### config.mk
export PLATFORM = sky130hd
export DESIGN_NAME = tx_margin_seg_ctrl
export DESIGN_NICKNAME = d
export VERILOG_FILES = /design/src/rtl/txm_pkg.sv /design/src/rtl/txm_shadow.sv /design/src/rtl/txm_code_calc.sv /design/src/rtl/txm_seg_map.sv /design/src/rtl/tx_margin_seg_ctrl.sv
export SDC_FILE = /design/constraint.sdc
export NUM_CORES = 1
export LEC_CHECK = 0
export BUFFER_PORTS_ARGS = -buffer_cell sky130_fd_sc_hd__buf_2
export CAP_MARGIN = 20
export CORE_MARGIN = 5
export CORE_UTILIZATION = 40
export CTS_BUF_LIST = sky130_fd_sc_hd__clkbuf_16
export DETAILED_ROUTE_END_ITERATION = 8
export HOLD_SLACK_MARGIN = 0.1
export PLACE_DENSITY = 0.6
export REMOVE_ABC_BUFFERS = 1
export SLEW_MARGIN = 20
export SYNTH_ARGS = -nofsm -noshare
export SYNTH_HDL_FRONTEND = slang
export SYNTH_HIERARCHICAL = 1
export SYNTH_SLANG_ARGS = --single-unit
### constraint.sdc
create_clock -name clk -period 12.88 [get_ports clk]
set_clock_uncertainty 0.05 [all_clocks]
set_input_delay 3.22 -clock clk [delete_from_list [all_inputs] [get_ports clk]]
set_output_delay 3.22 -clock clk [all_outputs]
set_load 0.01 [all_outputs]
### src/rtl/txm_pkg.sv
// Package: shared types and segment rules for the transmit margining
// segment controller. Assumes three segments per tap in a fixed order:
// data, offset, common-mode.
package txm_pkg;

    typedef enum logic [1:0] {
        MODE_NORMAL = 2'b00,
        MODE_WMARG  = 2'b01,
        MODE_RMARG  = 2'b10,
        MODE_RSVD   = 2'b11
    } txm_mode_e;

    localparam int NUM_SEG   = 3;
    localparam int SEG_DATA  = 0;
    localparam int SEG_OFS   = 1;
    localparam int SEG_CM    = 2;

    // Drive select: bit0 forces the positive input high, bit1 the negative.
    localparam logic [1:0] SEL_DATA = 2'b00;
    localparam logic [1:0] SEL_POS  = 2'b01;
    localparam logic [1:0] SEL_NEG  = 2'b10;
    localparam logic [1:0] SEL_BOTH = 2'b11;

    typedef struct packed {
        logic       en;
        logic [1:0] sel;
    } seg_ctrl_t;

    // Segment rule: enable and drive select of segment idx for a mode/polarity.
    function automatic seg_ctrl_t seg_rule(input txm_mode_e m, input logic pol,
                                           input int idx);
        seg_ctrl_t r;
        r.en  = 1'b1;
        r.sel = SEL_DATA;
        if (m == MODE_WMARG || m == MODE_RMARG) begin
            if (idx == SEG_DATA) begin
                r.en = (m == MODE_WMARG);
            end else if (idx == SEG_OFS) begin
                r.sel = pol ? SEL_NEG : SEL_POS;
            end else begin
                r.sel = SEL_BOTH;
            end
        end
        return r;
    endfunction

endpackage

### src/rtl/txm_shadow.sv
// Shadow register: holds the request captured at an update strobe and
// produces a one-cycle apply pulse for the following edge.
// Assumes upd_i is synchronous to clk.
module txm_shadow #(
    parameter int CODE_W  = 6,
    parameter int RATIO_W = 4
) (
    input  logic                  clk,
    input  logic                  rst_n,
    input  logic                  upd_i,
    input  logic [1:0]            mode_i,
    input  logic                  pol_i,
    input  logic [CODE_W-1:0]     ofs_req_i,
    input  logic [RATIO_W-1:0]    ratio_i,
    output txm_pkg::txm_mode_e    mode_q,
    output logic                  pol_q,
    output logic [CODE_W-1:0]     req_q,
    output logic [RATIO_W-1:0]    ratio_q,
    output logic                  apply_q
);
    import txm_pkg::*;

    // Capture the request on the strobe and delay the strobe by one cycle.
    always_ff @(posedge clk) begin
        if (!rst_n) begin
            mode_q  <= MODE_NORMAL;
            pol_q   <= 1'b0;
            req_q   <= '0;
            ratio_q <= '0;
            apply_q <= 1'b0;
        end else begin
            apply_q <= upd_i;
            if (upd_i) begin
                mode_q  <= txm_mode_e'(mode_i);
                pol_q   <= pol_i;
                req_q   <= ofs_req_i;
                ratio_q <= ratio_i;
            end
        end
    end
endmodule

### src/rtl/txm_code_calc.sv
// Code calculator: clamps the offset request to the budget, applies the
// swing ratio in read-margin, and derives the common-mode code so that
// offset plus common-mode is constant for a given mode and ratio.
// Assumes BUDGET fits in CODE_W bits.
module txm_code_calc #(
    parameter int CODE_W  = 6,
    parameter int BUDGET  = 40,
    parameter int RATIO_W = 4
) (
    input  txm_pkg::txm_mode_e    mode,
    input  logic [CODE_W-1:0]     req,
    input  logic [RATIO_W-1:0]    ratio,
    output logic [CODE_W-1:0]     ofs_code,
    output logic [CODE_W-1:0]     cm_code,
    output logic                  clip
);
    import txm_pkg::*;

    localparam int PROD_W = CODE_W + RATIO_W;
    localparam logic [CODE_W-1:0] BUD_C    = CODE_W'(BUDGET);
    localparam logic [CODE_W-1:0] NORM_OFS = CODE_W'(BUDGET / 2);
    localparam logic [CODE_W-1:0] NORM_CM  = CODE_W'(BUDGET - BUDGET / 2);

    logic                 over;
    logic [CODE_W-1:0]    clamped;
    logic [PROD_W-1:0]    ofs_prod;
    logic [PROD_W-1:0]    bud_prod;
    logic [CODE_W-1:0]    ofs_scaled;
    logic [CODE_W-1:0]    bud_scaled;

    // Clamp the request and form the ratio-scaled offset and budget.
    always_comb begin
        over       = (req > BUD_C);
        clamped    = over ? BUD_C : req;
        ofs_prod   = PROD_W'(clamped) * PROD_W'(ratio);
        bud_prod   = PROD_W'(BUD_C) * PROD_W'(ratio);
        ofs_scaled = CODE_W'(ofs_prod >> RATIO_W);
        bud_scaled = CODE_W'(bud_prod >> RATIO_W);
    end

    // Select the codes for the mode.
    always_comb begin
        case (mode)
            MODE_WMARG: begin
                ofs_code = clamped;
                cm_code  = BUD_C - clamped;
                clip     = over;
            end
            MODE_RMARG: begin
                ofs_code = ofs_scaled;
                cm_code  = bud_scaled - ofs_scaled;
                clip     = over;
            end
            default: begin
                ofs_code = NORM_OFS;
                cm_code  = NORM_CM;
                clip     = 1'b0;
            end
        endcase
    end
endmodule

### src/rtl/txm_seg_map.sv
// Segment mapper: turns mode and polarity into per-segment enable and
// drive-select bits, plus the far-end half-swing request.
// Assumes the segment order of txm_pkg.
module txm_seg_map (
    input  txm_pkg::txm_mode_e               mode,
    input  logic                             pol,
    output logic [txm_pkg::NUM_SEG-1:0]      seg_en,
    output logic [2*txm_pkg::NUM_SEG-1:0]    seg_sel,
    output logic                             half_swing
);
    import txm_pkg::*;

    // One rule lookup per segment.
    for (genvar g = 0; g < NUM_SEG; g++) begin : g_seg
        seg_ctrl_t ctl;
        always_comb ctl = seg_rule(mode, pol, g);
        assign seg_en[g]          = ctl.en;
        assign seg_sel[2*g +: 2]  = ctl.sel;
    end

    // Far end drops to half swing only while read margining.
    always_comb half_swing = (mode == MODE_RMARG);
endmodule

### src/rtl/tx_margin_seg_ctrl.sv
// Top: transmit margining segment controller for one FIR tap.
// Captures a request on upd_i, computes segment settings and codes, and
// updates all outputs together one cycle after the strobe.
// Assumes synchronous active-low reset and BUDGET < 2**CODE_W.
module tx_margin_seg_ctrl #(
    parameter int CODE_W  = 6,
    parameter int BUDGET  = 40,
    parameter int RATIO_W = 4
) (
    input  logic                  clk,
    input  logic                  rst_n,
    input  logic                  upd_i,
    input  logic [1:0]            mode_i,
    input  logic                  pol_i,
    input  logic [CODE_W-1:0]     ofs_req_i,
    input  logic [RATIO_W-1:0]    ratio_i,
    output logic [2:0]            seg_en_o,
    output logic [5:0]            seg_sel_o,
    output logic [CODE_W-1:0]     ofs_code_o,
    output logic [CODE_W-1:0]     cm_code_o,
    output logic                  far_half_swing_o,
    output logic                  ofs_clip_o
);
    import txm_pkg::*;

    localparam logic [CODE_W-1:0] RST_OFS = CODE_W'(BUDGET / 2);
    localparam logic [CODE_W-1:0] RST_CM  = CODE_W'(BUDGET - BUDGET / 2);

    txm_mode_e           mode_q;
    logic                pol_q;
    logic [CODE_W-1:0]   req_q;
    logic [RATIO_W-1:0]  ratio_q;
    logic                apply_q;

    logic [CODE_W-1:0]   ofs_nxt;
    logic [CODE_W-1:0]   cm_nxt;
    logic                clip_nxt;
    logic [NUM_SEG-1:0]  en_nxt;
    logic [2*NUM_SEG-1:0] sel_nxt;
    logic                hs_nxt;

    txm_shadow #(.CODE_W(CODE_W), .RATIO_W(RATIO_W)) shadow_i (
        .clk      (clk),
        .rst_n    (rst_n),
        .upd_i    (upd_i),
        .mode_i   (mode_i),
        .pol_i    (pol_i),
        .ofs_req_i(ofs_req_i),
        .ratio_i  (ratio_i),
        .mode_q   (mode_q),
        .pol_q    (pol_q),
        .req_q    (req_q),
        .ratio_q  (ratio_q),
        .apply_q  (apply_q)
    );

    txm_code_calc #(.CODE_W(CODE_W), .BUDGET(BUDGET), .RATIO_W(RATIO_W)) calc_i (
        .mode    (mode_q),
        .req     (req_q),
        .ratio   (ratio_q),
        .ofs_code(ofs_nxt),
        .cm_code (cm_nxt),
        .clip    (clip_nxt)
    );

    txm_seg_map map_i (
        .mode      (mode_q),
        .pol       (pol_q),
        .seg_en    (en_nxt),
        .seg_sel   (sel_nxt),
        .half_swing(hs_nxt)
    );

    // Output register: load the whole setting word on the apply pulse.
    always_ff @(posedge clk) begin
        if (!rst_n) begin
            seg_en_o         <= 3'b111;
            seg_sel_o        <= '0;
            ofs_code_o       <= RST_OFS;
            cm_code_o        <= RST_CM;
            far_half_swing_o <= 1'b0;
            ofs_clip_o       <= 1'b0;
        end else if (apply_q) begin
            seg_en_o         <= en_nxt;
            seg_sel_o        <= sel_nxt;
            ofs_code_o       <= ofs_nxt;
            cm_code_o        <= cm_nxt;
            far_half_swing_o <= hs_nxt;
            ofs_clip_o       <= clip_nxt;
        end
    end
endmodule

======== Yosys cells after proc, flatten, opt, wreduce, memory -nomap -nowiden ========
Cells that the tools add are included.
operators by class
  add/subtract/negate cells ............... 2
  multiply operators ...................... 2
  $lt $le $gt $ge ......................... 1
  equal/unequal tests ..................... 2
  multiplexer cells ....................... 8
  reduce and logical (&&, ||, !) cells .... 2
operator list
  cell                 count
  $pmux 6 s2           2
  $mul 6x4->10         1
  $mul 3x4->7 const A  1
  $gt 6x6->1 const B   1
  $mux 2               3
  $mux 6               1
  $sub 6x6->6          1
  $sub 6x6->6 const A  1
  $mux 3               1
  $eq 2x1->1 const B   1
  $eq 2x2->1 const B   1
  $reduce_or 2->1      1
  $logic_or 1x1->1     1
  $mux 1               1
word-level totals
  bits in registers ....................... 35
  input port bits ......................... 16
  logic and storage cells ................. 28

======== Logic depth before layout (Yosys ltp) ========
Gate-level depths: netlist (run 1).
  word-level depth ........................ 5
  depth in mapped cells ................... 23
  mapped depth without buffers ............ 22

======== By module ========
The synthesis (run 1) kept the hierarchy.
modules (own cells, without submodules)
  module              instances  cells each  area each (µm²)
  txm_code_calc       1          164         1,223.7
  tx_margin_seg_ctrl  1          74          875.8
  txm_shadow          1          44          534.3
  txm_seg_map         1          14          91.3

======== Worst setup path before layout (run 1) ========
No wires, ideal clock.
  path kind ............................... flip-flop to flip-flop
  start point ............................. reg shadow_i.req_q[4]
  end point ............................... reg cm_code_o[5]
  data arrival time ....................... 4.608 ns
  path slack .............................. 8.157 ns
  stages on the path, launching flop included .. 22
  clock period less this slack ............ 4.723 ns
  cell sequence ........................... dfxtp_1 o21ai_2 clkbuf_1 nand3_1 fa_1 fa_1 inv_1 ha_1 and4_1 nand4_1 nand2_1 xor2_1 inv_1 ha_1 nor2b_1 o211ai_1 nand3b_1 a21oi_1 xnor3_1 o21ai_1 mux2i_1 nor2b_1
on the way
  cells in the longest elaborated chain, start to end .. 5
  elaborated cells between the ends (all ways) .. 6
ends and longest elaborated chain
  element                 RTL line                  source
  from (decl)             txm_shadow.sv:17          output logic [CODE_W-1:0] req_q,
  from (signal assigned)  txm_shadow.sv:36          req_q <= ofs_req_i;
  $gt 6x6->1              txm_code_calc.sv:33       over = (req > BUD_C);
  $mux 6 *                txm_code_calc.sv:34       clamped = over ? BUD_C : req;
  $mul 6x4->10            txm_code_calc.sv:35       ofs_prod = PROD_W'(clamped) * PROD_W'(ratio);
  $sub 6x6->6             txm_code_calc.sv:51       cm_code = bud_scaled - ofs_scaled;
  $pmux 6 s2 *            txm_code_calc.sv:43       case (mode)
  named net cm_nxt[5]     tx_margin_seg_ctrl.sv:36  logic [CODE_W-1:0] cm_nxt;
  to (signal assigned)    tx_margin_seg_ctrl.sv:87  cm_code_o <= cm_nxt;
  to (decl)               tx_margin_seg_ctrl.sv:20  output logic [CODE_W-1:0] cm_code_o,
Mark *: on every way through the listed nets, which the timed path passes. The rest lies on a longest branch.
A chain may end at the register's enable or synchronous reset.

======== Final worst setup path (run 1) ========
  start point ............................. reg shadow_i.req_q[5]
  end point ............................... reg cm_code_o[5]
The elaborated chain is that of the path after synthesis.

==> results.ini, run 1 <==
[routing]
wl_met1_mm=2.673
dr.first_iter.drc_count=96
wl_met3_um=206
drc=0
vias_per_cell=5.064
ant_nets=0
drt_wl_total_mm=5.620
vias=2061
dr_wl_met2_mm=2.668
firstDrtPassIters=4
top_layer=met4
wire_per_inst_um=13.81

[sta]
min_period_ns=5.124
fin_hold_ws_ns=0.4168
worst_slew_pin_slew_ns=0.5460
drv_slew=0
hold_violations=0
fmax_mhz=195.2
rsz0062_at_grt=false
fin_crit_sh_pct=39.78
setup_ws_ns=7.756
maxSlewHeadroom_pct=63.60
setup_viol=0
finalSetupTns_ns=0

[clocking]
clock_path_buffers=2
cts.repair_timing.setup_buffer_count=0
hold_buffers=0
cts-htree-levels=2
cts_resized=0
clk_root_buffer_cell=clkbuf_16
cts_tree=yes
clk_pin_slew_ns=0.06
numCtsBuffers=5
clock_latency_ns=0.28
clock-sinks=37

[yosys]
yosysWarnings=6
syn-instance-count=296
post-synth-top-area-fraction_pct=27.18
ys_ff_latch=37
syn_area_um2=2725
syn_avg_cell_area_um2=9.206
ys_types=40
yosysTopAreaCell=dfxtp_1
ys_seq_area_share_pct=27.18
synth.area.top_cells=dfxtp_1, mux2i_1, ha_1, nor2b_1, fa_1

[critical_path]
crit_required_ns=13.04
crit_path_end_kind=flop
start_kind=flop
worstSetupPathType=reg2reg
worstPathMaxFanout=16
cp_data_arrival_time_ns=5.29

[global_route]
grt-ovfl-total=0
track_usage_pct=13.50
antenna_found_initial=0
grt_max_degree=38
grt_pass1_vias=2008
grt_first_pass_wirelength_mm=9.390

[layout]
syn2layout_area_growth_pct=11.85
num-nets-final=377
diodes=0
n_fill_cell=672
drive_gt1_share_pct=15.29

[die]
die_w_um=92.54
fp.dieArea_um2=8564
start_util_pct=40.56
core_area_um2=6719
rows=30
fp.dieH_um=92.54
top_level_ports=39

[outcome]
status=complete, no violations

[job]
maxCapViolCount=0

[power_and_ir_drop]
p_leak_nw=1.442
peakVddDrop_uv=66.37
power_density_nw_per_um2=104.4
power_uw=318.2

[placement]
portBuffers=38
hpwl_mm=4.203
place_ws_ns=7.768
gp_congestion=0.8367

[worst_hold_path]
worstHoldPathType=reg2reg

synth_stat cells:
cell      instances
xnor3_1           1
nor3b_1           1
a31oi_1           3
nor2_2            1
or3_1             1
o21ai_2           1
and2_2            1
and2_1            6
nor2b_1          34
buf_6             2
ha_1             26
conb_1            2
xor2_1            7
xnor2_1           4
clkbuf_1          8
a221o_1           1
nor3_1            3
nand3_1           4
a21oi_2           1
buf_12            3
nand2b_1          5
mux2i_1          36
and3_1            6
nand3b_1          2
inv_1            22
o22ai_1           1
fa_1              9
buf_4             5
a41oi_1           2
o21ai_0           4
nand4_1           3
a32oi_1           1
dfxtp_1          37
o21ai_1           5
nand2_1          21
and4_1            1
a21oi_1          13
a21o_1            4
nor2_1            8
o211ai_1          1
power breakdown:
group,switching (mW),total [mW],internal (mW)
registers,0.00589,0.125,0.119
logic,0.0294,0.0556,0.0262
clock network,0.0468,0.138,0.0909
total,0.0820,0.318,0.236
critical path, cell delays in order, from the launching register on:
cell and delay [ns]:
dfxtp_1 0.60, o21ai_2 0.28, and3_1 0.28, fa_1 0.53
inv_1 0.05, fa_1 0.53, inv_1 0.04, ha_1 0.32
a21oi_1 0.22, nand2_1 0.15, xor2_1 0.32, inv_1 0.09
ha_1 0.29, nor2b_1 0.14, o211ai_1 0.20, nand3b_1 0.10
a21oi_1 0.15, xnor3_1 0.40, o21ai_1 0.12, mux2i_1 0.08
nor2b_1 0.11
through the flow:
step                cells  instance area, um2  util, %
floorplan             280                2582        -
global placement      399                2880    42.87
detailed placement    399                2880    42.87
global route          407                3048    45.36
CTS                   407                3048    45.36
finish                407                3048    45.36
per-layer routing:
metal | vias to the layer above | global-route usage, %
met4 | 0 | 4.455
met5 | - | 0
li1 | 1050 | -
met3 | 5 | 3.249
met1 | 965 | 17.47
met2 | 41 | 21.99
path summary, 6_finish.rpt:
check | startpoint | end | slack (ns) | depth (start not counted)
setup / recovery | shadow_i/req_q[5] | cm_code_o[5] | 7.76 | 20
hold / removal | ofs_code_o[2] | ofs_code_o[2] | 0.42 | 2
setup reg to reg | shadow_i/req_q[5] | cm_code_o[5] | 7.76 | 20
hold reg to reg | ofs_code_o[2] | ofs_code_o[2] | 0.42 | 2
area by class of cell:
cell class | instances | area [um2] | share of cell area (%)
well taps | 80 | 100.1 | 3.284
clock inverters | 3 | 42.54 | 1.396
clock buffers | 5 | 125.1 | 4.105
multi-input cells | 221 | 1759 | 57.72
flip-flops and latches | 37 | 740.7 | 24.30
repair buffers | 39 | 197.7 | 6.486
inverters | 22 | 82.58 | 2.709
state kept, by name, indices dropped and copies added, names as in the netlist:
register          flops
ofs_clip_o            1
shadow_i/pol_q        1
shadow_i/apply_q      1
far_half_swing_o      1
seg_en_o              3
seg_sel_o             6
shadow_i/req_q        6
ofs_code_o            6
cm_code_o             6
shadow_i/mode_q       2
shadow_i/ratio_q      4
cell usage in the layout, fill, tap and decap left out, drive strengths merged, types with 2 or more instances in the layout:
cell type	count
mux2i	36
nand2b	5
xor2	7
buf	39
and2	7
nand4	3
fa	9
inv	23
o21ai	10
ha	26
xnor2	4
a41oi	2
nor3	3
dfxtp	37
nand3	4
nand2	21
nor2	9
a21oi	14
nor2b	34
clkbuf	5
a21o	4
and3	6
conb	4
a31oi	3
nand3b	2
cell families after synthesis:
logic type / share of synthesized area, %
and+or+nand+nor: 19.56
muxes: 13.22
buffers and inverters: 8.540
DFF: 27.18
adders and majority gates: 18.55
AOI/OAI and AO/OA: 8.311
other: 0.2756
xor gates and xnor gates: 4.362
No activity file was read; power rests on OpenSTA's default activity.
==> run 2: changes to the inputs <==
==> constraint.sdc (replaced) <==
create_clock -name clk -period 5.2 [get_ports clk]
set_clock_uncertainty 0.05 [all_clocks]
set_input_delay 1.3 -clock clk [delete_from_list [all_inputs] [get_ports clk]]
set_output_delay 1.3 -clock clk [all_outputs]
set_load 0.01 [all_outputs]
==> run 2 against run 1 <==
Wire length is 2.2% higher. Non-clock buffer count grew 3. Power is 150% higher. Global-route usage increased by 0.63 points. Largest cell class unchanged. Largest power group unchanged.
==> results.ini, run 2 (synthesis results as in run 1) <==
[global_route]
track_usage_pct=14.13  ; +0.63 points
grt_pass1_vias=2067  ; +2.9%
grt-ovfl-total=0  ; unchanged
antenna_found_initial=0  ; unchanged
grt_max_degree=38  ; unchanged
grt_first_pass_wirelength_mm=9.770  ; +4.0%

[critical_path]
r2r-start=shadow_i/req_q[4]
startpoint=shadow_i/req_q[4]
cp_data_arrival_time_ns=4.96  ; -0.33 ns
worstRegToRegCells=20  ; unchanged
critPathCapture=cm_code_o[5]
rr_endpoint=cm_code_o[5]
crit_required_ns=5.37  ; -7.67 ns
worstSetupPathType=reg2reg
rrSetupSlack_ns=0.41  ; -7.35 ns
start_kind=flop
worstPathMaxFanout=16  ; unchanged
crit_path_end_kind=flop

[layout]
diodes=0  ; unchanged
final_area_um2=3077  ; +0.94%
drive_gt1_share_pct=16.06  ; +0.77 points
num-nets-final=380  ; +0.80%
stdcell_count=410  ; +0.74%
syn2layout_area_growth_pct=12.90
final_common_cell=buf_2
n_fill_cell=657  ; -2.2%
layout_common_cells=buf_2, dfxtp_1, mux2i_1

[placement]
portBuffers=38  ; unchanged
place_ws_ns=0.2550  ; -7.513 ns
gp_congestion=0.8402  ; +0.42%
hpwl_mm=4.267  ; +1.5%
placed_cells=402  ; +0.75%
dpl_cell_area_um2=2903  ; +0.78%

[die]
die_w_um=92.54  ; unchanged
rows=30  ; unchanged
fp.dieArea_um2=8564  ; unchanged
core_area_um2=6719  ; unchanged
start_util_pct=40.56  ; unchanged
top_level_ports=39  ; unchanged
fp.dieH_um=92.54  ; unchanged

[sta]
hold_violations=0  ; unchanged
drv_slew=0  ; unchanged
setup_ws_ns=0.4064  ; -7.350 ns
worst_slew_pin_slew_ns=0.5470  ; +0.001027 ns
fmax_mhz=208.6  ; +6.9%
fin_crit_sh_pct=92.18  ; +52 points
rsz0062_at_grt=false
finalSetupTns_ns=0  ; unchanged
setup_viol=0  ; unchanged
min_period_ns=4.794  ; -0.3301 ns
maxSlewHeadroom_pct=63.53  ; -0.068 points

[outcome]
status=complete, no violations

[clocking]
cts_tree=yes
clock_path_buffers=2  ; unchanged
cts.repair_timing.setup_buffer_count=0  ; unchanged
clk_pin_slew_ns=0.06  ; about the same
cts-htree-levels=2  ; unchanged
clk_root_buffer_cell=clkbuf_16
clock_latency_ns=0.28  ; about the same
numCtsBuffers=5  ; unchanged
hold_buffers=0  ; unchanged
clock-sinks=37  ; unchanged

[power_and_ir_drop]
p_leak_nw=1.450  ; +0.55%
peakVddDrop_uv=154.4  ; +130%
power_density_nw_per_um2=257.9  ; +150%

[routing]
wire_per_inst_um=14.01  ; +1.4%
firstDrtPassIters=4  ; unchanged
drc=0  ; unchanged
drt_wl_total_mm=5.743  ; +2.2%
vias=2078  ; +0.82%
dr.first_iter.drc_count=79  ; -18%
ant_nets=0  ; unchanged
vias_per_cell=5.068  ; about the same

[job]
maxCapViolCount=0  ; unchanged

[worst_hold_path]
worstHoldPathType=reg2reg

-- run 2: changes by cell type in the layout (fill, tap and decap cells not counted), sizes merged --
cell / change
inv: -1
clkinvlp: +1
buf: +3
-- run 2: worst min-delay path by stage --
stage / endpoint / slack (ns) / start / depth (start not counted)
CTS: seg_en_o[0] / 0.42 / seg_en_o[0] / 2
global route: cm_code_o[4] / 0.45 / cm_code_o[4] / 2
detailed placement: seg_en_o[0] / 0.41 / seg_en_o[0] / 2
global placement: seg_en_o[1] / 0.40 / seg_en_o[1] / 2
finish: seg_en_o[1] / 0.42 / seg_en_o[1] / 2
floorplan: shadow_i/pol_q / 0.45 / shadow_i/pol_q / 2
-- run 2: routing by layer --
metal,wire [um],vias to the layer above,GRT usage (%)
met1,2605,961,17.56
li1,-,1056,-
met5,0,-,0
met3,319,10,3.168
met2,2711,51,23.69
met4,107,0,5.446
-- run 2: cell type report --
class	count	area (um2)	share of cell area, %
clock buffers	5	125.1	4.067
clock inverters	3	41.29	1.342
inverters	22	82.58	2.684
multi-input cells	221	1767	57.42
flip-flops and latches	37	740.7	24.07
well taps	80	100.1	3.253
repair buffers	42	220.2	7.157
-- run 2: power breakdown --
| part | switching [mW] | internal [mW] |
|---|---|---|
| logic | 0.0734 | 0.0664 |
| registers | 0.0145 | 0.295 |
| clock network | 0.120 | 0.224 |
| total | 0.208 | 0.586 |
-- run 2: repair_timing --
item                       4_1_cts  5_1_grt
resized for setup                0        1
hold endpoints to repair         0        0
setup endpoints to repair        0        1
-- run 2: worst max-delay path, stage by stage, from the launching register on --
cell	delay, ns
dfxtp_1	0.38
o21ai_4	0.37
nand3_1	0.17
fa_1	0.53
fa_1	0.55
inv_1	0.04
ha_1	0.27
and4_1	0.19
nand4_1	0.14
nand2_1	0.18
xor2_1	0.22
inv_1	0.06
ha_1	0.28
nor2b_1	0.13
o211ai_1	0.20
nand3b_1	0.10
a21oi_1	0.15
xnor3_1	0.40
o21ai_1	0.12
mux2i_1	0.08
nor2b_1	0.11
-- run 2: stage by stage --
stage | utilization, % | hold WS (ns) | power (mW)
5_1_grt | 45.79 | 0.4510 | 0.8398
4_1_cts | 45.68 | 0.4226 | 0.8017
6_report | 45.79 | 0.4210 | 0.7935
3_5_place_dp | 43.20 | 0.4068 | 0.4552
2_1_floorplan | - | 0.4483 | 0.4108
3_3_place_gp | 43.20 | 0.4009 | 0.4544
